==> src/rtl/clkxb_pkg.sv <==
// Package: shared constants and source codes for the dual divider bank crosspoint.
// Assumes a fixed register map of six outputs with 3-bit source codes.
package clkxb_pkg;
    localparam int NOUT    = 6;     // number of output clocks
    localparam int SELW    = 3;     // width of one source code
    localparam int NW      = 7;     // divisor field width
    localparam int NMIN    = 4;     // smallest divisor honoured
    localparam int XBW     = NOUT * SELW;
    localparam int NSRC    = 1 << SELW;

    localparam logic [7:0] ADDR_OE  = 8'h09;
    localparam logic [7:0] ADDR_BKA = 8'h0C;
    localparam logic [7:0] ADDR_XB0 = 8'h44;
    localparam logic [7:0] ADDR_XB1 = 8'h45;
    localparam logic [7:0] ADDR_XB2 = 8'h46;
    localparam logic [7:0] ADDR_BKB = 8'h47;

    typedef enum logic [SELW-1:0] {
        SRC_REF  = 3'd0,
        SRC_AN   = 3'd1,
        SRC_A2   = 3'd2,
        SRC_A3   = 3'd3,
        SRC_BN   = 3'd4,
        SRC_B2   = 3'd5,
        SRC_B4   = 3'd6,
        SRC_OFF  = 3'd7
    } src_code_e;
endpackage

==> src/rtl/clkxb_regs.sv <==
// Module: configuration register file of the crosspoint.
// Holds the enable byte, both bank bytes and the packed 18-bit source field.
// Assumes one byte written per strobe; unmapped addresses are dropped.
module clkxb_regs
    import clkxb_pkg::*;
(
    input  logic            clk,
    input  logic            rst_n,
    input  logic            we,
    input  logic [7:0]      addr,
    input  logic [7:0]      wdata,
    output logic [NOUT-1:0] oe_cfg,
    output logic [7:0]      bka_cfg,
    output logic [7:0]      bkb_cfg,
    output logic [XBW-1:0]  xb_flat
);
    localparam int TAILW = XBW - 16;

    logic [NOUT-1:0]  oe_q;
    logic [7:0]       bka_q;
    logic [7:0]       bkb_q;
    logic [7:0]       xb0_q;
    logic [7:0]       xb1_q;
    logic [TAILW-1:0] xb2_q;
    logic             hit;

    // Decode whether the write address belongs to this block.
    always_comb begin
        hit = (addr == ADDR_OE) || (addr == ADDR_BKA) || (addr == ADDR_BKB) ||
              (addr == ADDR_XB0) || (addr == ADDR_XB1) || (addr == ADDR_XB2);
    end

    // Capture written bytes into the addressed register.
    always_ff @(posedge clk) begin
        if (!rst_n) begin
            oe_q  <= '0;
            bka_q <= '0;
            bkb_q <= '0;
            xb0_q <= '0;
            xb1_q <= '0;
            xb2_q <= '0;
        end else if (we) begin
            case (addr)
                ADDR_OE:  oe_q  <= wdata[NOUT-1:0];
                ADDR_BKA: bka_q <= wdata;
                ADDR_BKB: bkb_q <= wdata;
                ADDR_XB0: xb0_q <= wdata;
                ADDR_XB1: xb1_q <= wdata;
                ADDR_XB2: xb2_q <= wdata[7 -: TAILW];
                default:  ;
            endcase
        end
    end

    assign oe_cfg  = oe_q;
    assign bka_cfg = bka_q;
    assign bkb_cfg = bkb_q;
    assign xb_flat = {xb0_q, xb1_q, xb2_q};

    assert_unmapped_ignored_R11 : assert property (@(posedge clk) disable iff (!rst_n)
        (we && !hit) |=> ($stable(oe_q) && $stable(bka_q) && $stable(bkb_q) &&
                          $stable(xb0_q) && $stable(xb1_q) && $stable(xb2_q)));
endmodule

==> src/rtl/clkxb_bank.sv <==
// Module: one divider bank.
// Picks the PLL or reference tick, runs one counter modulo N and derives the
// divide-by-N, divide-by-2 and a third fixed tap (/3 or /4 by THIRD_DIV) from it.
// Assumes ticks are single-cycle pulses on the core clock. A new N is loaded
// only at the terminal count; N below NMIN is raised to NMIN.
module clkxb_bank
    import clkxb_pkg::*;
#(
    parameter int THIRD_DIV = 3,
    parameter int DW        = NW,
    parameter int DMIN      = NMIN
) (
    input  logic          clk,
    input  logic          rst_n,
    input  logic          ref_tick,
    input  logic          pll_tick,
    input  logic [7:0]    cfg,
    output logic          tap_n,
    output logic          tap_2,
    output logic          tap_x
);
    localparam logic [DW-1:0] N_FLOOR = DW'(DMIN);

    logic          use_pll;
    logic [DW-1:0] n_req;
    logic [DW-1:0] n_eff;
    logic [DW-1:0] n_act;
    logic [DW-1:0] cnt;
    logic          tick;
    logic          term;

    assign use_pll = cfg[7];
    assign n_req   = cfg[DW-1:0];

    // Clamp the requested divisor and pick the advancing tick.
    always_comb begin
        n_eff = (n_req < N_FLOOR) ? N_FLOOR : n_req;
        tick  = use_pll ? pll_tick : ref_tick;
        term  = (cnt == n_act - DW'(1));
    end

    // Shared counter; reloads the divisor only at the terminal count.
    always_ff @(posedge clk) begin
        if (!rst_n) begin
            cnt   <= '0;
            n_act <= N_FLOOR;
        end else if (tick) begin
            if (term) begin
                cnt   <= '0;
                n_act <= n_eff;
            end else begin
                cnt   <= cnt + DW'(1);
            end
        end
    end

    // Divide-by-N is high for the first floor(N/2) counts; /2 on even counts.
    always_comb begin
        tap_n = (cnt < (n_act >> 1));
        tap_2 = ~cnt[0];
    end

    generate
        if (THIRD_DIV == 3) begin : g_div3
            logic [1:0] c3;
            // Modulo-3 phase counter restarted with the shared counter.
            always_ff @(posedge clk) begin
                if (!rst_n) begin
                    c3 <= '0;
                end else if (tick) begin
                    if (term || c3 == 2'd2) c3 <= '0;
                    else                    c3 <= c3 + 2'd1;
                end
            end
            assign tap_x = (c3 == 2'd0);

            assert_align3_R5 : assert property (@(posedge clk) disable iff (!rst_n)
                ($rose(tap_n) && $stable(n_act) && n_act == DW'(6)) |-> $rose(tap_x));
        end else begin : g_div4
            // Divide-by-4 taken from the two low counter bits.
            assign tap_x = ~cnt[1];

            assert_align4_R5 : assert property (@(posedge clk) disable iff (!rst_n)
                ($rose(tap_n) && $stable(n_act) && n_act[2:0] == 3'd0) |-> $rose(tap_x));
        end
    endgenerate

    assert_cnt_range_R3 : assert property (@(posedge clk) disable iff (!rst_n)
        cnt < n_act);
    assert_n_hold_R9 : assert property (@(posedge clk) disable iff (!rst_n)
        !(tick && term) |=> $stable(n_act));
    assert_align2_R5 : assert property (@(posedge clk) disable iff (!rst_n)
        ($rose(tap_n) && $stable(n_act) && n_act[1:0] == 2'd0) |-> $rose(tap_2));
endmodule

==> src/rtl/clkxb_outmux.sv <==
// Module: one output of the crosspoint.
// Selects one of the eight source lines by a 3-bit code and registers the value.
// A new code is adopted only in a cycle where old and new sources are both low.
// Assumes source line 7 is tied low by the parent.
module clkxb_outmux
    import clkxb_pkg::*;
(
    input  logic            clk,
    input  logic            rst_n,
    input  logic [NSRC-1:0] src_vec,
    input  logic [SELW-1:0] sel_cfg,
    input  logic            oe_cfg,
    output logic            out_val,
    output logic            out_oe
);
    logic [SELW-1:0] sel_act;
    logic            safe_swap;

    // Swap is safe when both the active and the requested source are low.
    always_comb begin
        safe_swap = (sel_cfg != sel_act) && !src_vec[sel_act] && !src_vec[sel_cfg];
    end

    // Track the active source code.
    always_ff @(posedge clk) begin
        if (!rst_n)         sel_act <= SRC_REF;
        else if (safe_swap) sel_act <= sel_cfg;
    end

    // Register the gated output value and its drive enable.
    always_ff @(posedge clk) begin
        if (!rst_n) begin
            out_val <= 1'b0;
            out_oe  <= 1'b0;
        end else begin
            out_val <= oe_cfg & src_vec[sel_act];
            out_oe  <= oe_cfg;
        end
    end

    assert_reserved_low_R7 : assert property (@(posedge clk) disable iff (!rst_n)
        (sel_act == SRC_OFF) |=> !out_val);
    assert_disabled_quiet_R8 : assert property (@(posedge clk) disable iff (!rst_n)
        !oe_cfg |=> (!out_val && !out_oe));
    assert_switch_low_R10 : assert property (@(posedge clk) disable iff (!rst_n)
        !$stable(sel_act) |-> !out_val);
endmodule

==> src/rtl/clkxb_top.sv <==
// Module: dual divider bank clock crosspoint, top level.
// Samples both incoming clocks on the core clock, feeds two divider banks,
// and routes seven sources to six gated outputs.
// Assumes the core clock is at least twice as fast as either incoming clock.
module clkxb_top
    import clkxb_pkg::*;
(
    input  logic            clk,
    input  logic            rst_n,
    input  logic            ref_clk_i,
    input  logic            pll_clk_i,
    input  logic            cfg_we,
    input  logic [7:0]      cfg_addr,
    input  logic [7:0]      cfg_wdata,
    output logic [NOUT-1:0] clk_out,
    output logic [NOUT-1:0] clk_oe
);
    logic            ref_q, ref_d, pll_q, pll_d;
    logic            ref_tick, pll_tick;
    logic [NOUT-1:0] oe_cfg;
    logic [7:0]      bka_cfg, bkb_cfg;
    logic [XBW-1:0]  xb_flat;
    logic            a_n, a_2, a_3, b_n, b_2, b_4;
    logic [NSRC-1:0] src_vec;

    // Sample incoming clock levels and keep one cycle of history.
    always_ff @(posedge clk) begin
        if (!rst_n) begin
            ref_q <= 1'b0;
            ref_d <= 1'b0;
            pll_q <= 1'b0;
            pll_d <= 1'b0;
        end else begin
            ref_q <= ref_clk_i;
            ref_d <= ref_q;
            pll_q <= pll_clk_i;
            pll_d <= pll_q;
        end
    end

    assign ref_tick = ref_q & ~ref_d;
    assign pll_tick = pll_q & ~pll_d;

    clkxb_regs u_regs (
        .clk     (clk),
        .rst_n   (rst_n),
        .we      (cfg_we),
        .addr    (cfg_addr),
        .wdata   (cfg_wdata),
        .oe_cfg  (oe_cfg),
        .bka_cfg (bka_cfg),
        .bkb_cfg (bkb_cfg),
        .xb_flat (xb_flat)
    );

    clkxb_bank #(.THIRD_DIV(3)) u_bank_a (
        .clk      (clk),
        .rst_n    (rst_n),
        .ref_tick (ref_tick),
        .pll_tick (pll_tick),
        .cfg      (bka_cfg),
        .tap_n    (a_n),
        .tap_2    (a_2),
        .tap_x    (a_3)
    );

    clkxb_bank #(.THIRD_DIV(4)) u_bank_b (
        .clk      (clk),
        .rst_n    (rst_n),
        .ref_tick (ref_tick),
        .pll_tick (pll_tick),
        .cfg      (bkb_cfg),
        .tap_n    (b_n),
        .tap_2    (b_2),
        .tap_x    (b_4)
    );

    // Source lines indexed by source code; code 7 is tied low.
    assign src_vec = {1'b0, b_4, b_2, b_n, a_3, a_2, a_n, ref_q};

    generate
        for (genvar k = 0; k < NOUT; k++) begin : g_out
            clkxb_outmux u_mux (
                .clk     (clk),
                .rst_n   (rst_n),
                .src_vec (src_vec),
                .sel_cfg (xb_flat[XBW-1-SELW*k -: SELW]),
                .oe_cfg  (oe_cfg[k]),
                .out_val (clk_out[k]),
                .out_oe  (clk_oe[k])
            );
        end
    endgenerate
endmodule

==> config.mk <==
export PLATFORM = sky130hd
export DESIGN_NAME = clkxb_top
export DESIGN_NICKNAME = d
export VERILOG_FILES = /design/src/rtl/clkxb_pkg.sv /design/src/rtl/clkxb_regs.sv /design/src/rtl/clkxb_bank.sv /design/src/rtl/clkxb_outmux.sv /design/src/rtl/clkxb_top.sv
export SDC_FILE = /design/constraint.sdc
export NUM_CORES = 1
export LEC_CHECK = 0
export BUFFER_PORTS_ARGS = -buffer_cell sky130_fd_sc_hd__buf_2
export CAP_MARGIN = 15
export CORE_AREA = 2 2 114 116
export CTS_CLUSTER_DIAMETER = 40
export DETAILED_ROUTE_END_ITERATION = 8
export DIE_AREA = 0 0 116 118
export HOLD_SLACK_MARGIN = 0.08
export PLACE_DENSITY = 0.72
export RECOVER_POWER = 100
export REMOVE_ABC_BUFFERS = 1
export SLEW_MARGIN = 5
export SYNTH_ARGS = -nofsm -noshare
export SYNTH_HDL_FRONTEND = slang
export SYNTH_SLANG_ARGS = --single-unit
==> constraint.sdc <==
create_clock -name clk -period 2.56 [get_ports clk]
set_input_delay 0.128 -clock clk [delete_from_list [all_inputs] [get_ports clk]]
set_output_delay 0.128 -clock clk [all_outputs]
set_load 0.02 [all_outputs]
==> results.yml <==
setup_path:
  setup.worst_path.class: "flip-flop to flip-flop"
  rr_worst_depth: 7
  cp.arrival_ps: 2670
  r2r_start: "u_bank_a.n_act[2]"
  cp_slowest_cell: "a2111oi_2"
  path_cells: "inv_1, ha_1, a211o_1, a2111oi_2, o22ai_1, and3_1, a31o_2"
  r2r_end: "g_out[2].u_mux.sel_act[2]"
  critPathMaxStageDelay_ps: 540
  critPathMaxFanout: 7
  end_kind: "flip-flop"
  r2r_slack_ps: 140
  setup.worst_path.start_class: "flip-flop"
  cp.required_ps: 2810
synth:
  synth_edf_count: 0
  synth.ff_latch_count: 104
  synth.distinct_cells: 68
  ys.flop_type: "dfxtp_1"
  yosys_warnings: 0
  ys_seq_area_frac: 0.340
  avgSynthCellArea_um2: 8.49
  synthArstFlopShare: 0
  netlist.area_leader.share: 0.340
  syn_inst: 721
  yosysTopAreaCell: "dfxtp_1"
  synth_area_mm2: 0.00612
  yosys-top-cells-count: "104 x dfxtp_1, 70 x nand2_1, 53 x mux2i_1"
  synth.area.top_cells: "dfxtp_1 34%, mux2i_1 8.7%, nand2_1 4.3%, xor2_1 4.0%, nor2b_1 3.5%"
  synth_most_common_cell: "dfxtp_1"
worst_hold_path:
  whs_endpoint: "u_regs.xb0_q[1]"
  hold_path.class: "input pin to flip-flop"
  hold_start: "cfg_wdata[1]"
  min_path_cells: 3
power_and_ir_drop:
  total_power_mw: 3.15
  peakVddDrop_mv: 0.299
  p_int_mw: 2.37
  comb_power_share: 0.073
  swShare: 0.246
  switching_power_mw: 0.775
  p_per_area_mw_per_mm2: 466
  clockPowerShare: 0.407
  seq_power_share: 0.520
  p_leak_nw: 2.57
die:
  core_area_mm2: 0.0124
  start_util: 0.493
  ios: 33
  chipHeight_um: 118
  row_count: 41
  die_w_um: 116
  die_area_mm2: 0.0137
final_layout:
  multi_input_area_mm2: 0.00365
  areaGrowthSynthToFinish_pct: 10.3
  layout.nets: 770
  layout-drive-gt1-share: 0.122
  finalNonFillerCells: 909
  fin_area_mm2: 0.00676
  n_antenna_cell: 0
  register_area_mm2: 0.00208
  num-fill-cells: 1143
placement:
  place_area_mm2: 0.00648
  dpl.cell_count: 891
  dpl.hpwl_um: 11100
  io_buffers: 32
  preCtsSetupSlack_ps: -90.4
  place_congestion: 0.815
run_status:
  status: "completed"
grt:
  grt_max_degree: 55
  grt_util_all_layers: 0.233
  grt_overflow: 0
  grt_pass1_wl_um: 25100
  antenna_found_initial: 0
  first_global_vias: 5077
detailed_routing:
  dr_total_vias: 5219
  final_antenna_net_count: 0
  drtPass1Iterations: 5
  viasPerCell: 5.74
  wl_um: 15300
  drtIter0Drc: 391
  wl_per_cell_um: 16.9
  drc: 0
clock_network:
  cts_made_buffers: 9
  worstSkewPairLatency_ps: 360
  clk_pin_slew_ps: 70
  h-tree-depth: 3
  cts_tree: "yes"
  cts_buffer_depth: 2
  cts_sinks: 104
  cts_root_buffer: "clkbuf_16"
sta:
  min_period_ps: 2420
  worst_slack_ps: 136
  fin_crit_sh: 0.947
  setup_viol: 0
  hold_viol: 0
  fin_worst_skew_ps: 10.6
  slew_violations: 0
  slew_headroom: 0.409
  worst_pin_slew_ps: 887
  rsz0062_at_grt: "no"
  fmax_mhz: 413
job:
  maxCapViolations: 0
==> what timing repair did <==
action,4_1_cts,5_1_grt
hold endpoints to repair,2,0
resized for setup,1,6
endpoints found under the setup margin,3,12
cloned,0,0
pin swaps,0,1
hold buffers,2,0
buffers inserted,0,1
==> registers in the layout (all words and copies together) (netlist names), 2 cells and up <==
signal / count
u_bank_a.n_act: 7
u_bank_b.n_act: 7
u_regs.xb1_q: 8
u_bank_a.cnt: 7
g_out.u_mux.out_val: 6
u_regs.bka_cfg: 8
u_bank_a.g_div3.c3: 2
u_bank_b.cnt: 7
u_regs.xb2_q: 2
u_regs.xb0_q: 8
u_regs.oe_cfg: 6
g_out.u_mux.sel_act: 18
g_out.u_mux.out_oe: 6
u_regs.bkb_cfg: 8
==> per-stage QoR <==
stage	TNS (ps)	hold WS (ps)	utilization
floorplan	0	204	-
global placement	-58.2	351	0.522
detailed placement	-212	350	0.522
CTS	0	110	0.546
global route	0	142	0.544
finish	0	120	0.544
==> layout by cell type, fill, tap and decap left out, types with 7 or more instances in the layout <==
cell	instances
o21a_1	8
xnor2_1	14
ha_1	16
inv_1	29
nand2b_1	23
mux2i_1	53
buf_4	22
nor2b_1	34
nand4_1	7
a31oi_1	7
a21oi_1	33
clkbuf_1	17
nor2_1	28
dfxtp_1	104
nand2_1	70
o21bai_1	10
a21boi_0	8
nor3_1	9
nor3b_1	7
o311ai_0	8
buf_2	19
clkbuf_16	9
o21ai_0	16
nand3_1	25
xor2_1	28
and3_1	8
==> critical path, delay by kind of cell, from the launching register on <==
| kind | cells | cell delay [ps] |
|---|---|---|
| fa+ha+maj | 1 | 270 |
| buf+inv | 1 | 80 |
| flops | 1 | 430 |
| simple gates | 1 | 210 |
| compound gates | 4 | 1310 |
==> worst max-delay path by stage <==
stage / startpoint / to / cells after the start
3_5_place_dp: u_bank_a.n_act[2] / g_out[4].u_mux.sel_act[1] / 7
3_3_place_gp: u_bank_a.n_act[2] / g_out[4].u_mux.sel_act[0] / 7
4_1_cts: u_bank_a.n_act[2] / g_out[1].u_mux.sel_act[1] / 7
2_1_floorplan: u_bank_a.n_act[0] / u_bank_a.cnt[2] / 8
5_1_grt: u_bank_a.n_act[2] / g_out[3].u_mux.sel_act[0] / 7
6_report: u_bank_a.n_act[2] / g_out[2].u_mux.sel_act[2] / 7
==> power groups by stage <==
stage               clock [mW]  combinational, mW  sequential [mW]
finish                    1.28              0.228             1.64
global route              1.36              0.245             1.64
CTS                       1.30              0.227             1.64
detailed placement           0              0.224             1.67
global placement             0              0.218             1.67
floorplan                    0             0.0888             1.68
==> logic make-up after synthesis <==
group | synth area share
AO/OA/AOI/OAI | 0.188
buffers and inverters | 0.0668
multiplexers | 0.0866
AND/OR/NAND/NOR | 0.223
XOR/XNOR | 0.0637
adder cells (fa/ha/maj) | 0.0327
flip-flops | 0.340
==> area by class of cell <==
type | instances | share of cell area
clock buffer | 9 | 0.0333
clock inverter | 6 | 0.00648
inverter | 29 | 0.0161
multi-input combinational | 523 | 0.541
sequential | 104 | 0.308
tap | 172 | 0.0319
timing repair buffer | 66 | 0.0633
==> layer usage <==
metal | part of all wire | GRT usage | vias up
met4 | 0.032 | 0.109 | 0
met3 | 0.057 | 0.0309 | 41
li1 | - | - | 2548
met5 | 0 | 0 | -
met2 | 0.48 | 0.387 | 152
met1 | 0.43 | 0.296 | 2478
Power figures use the tool's default switching activity.
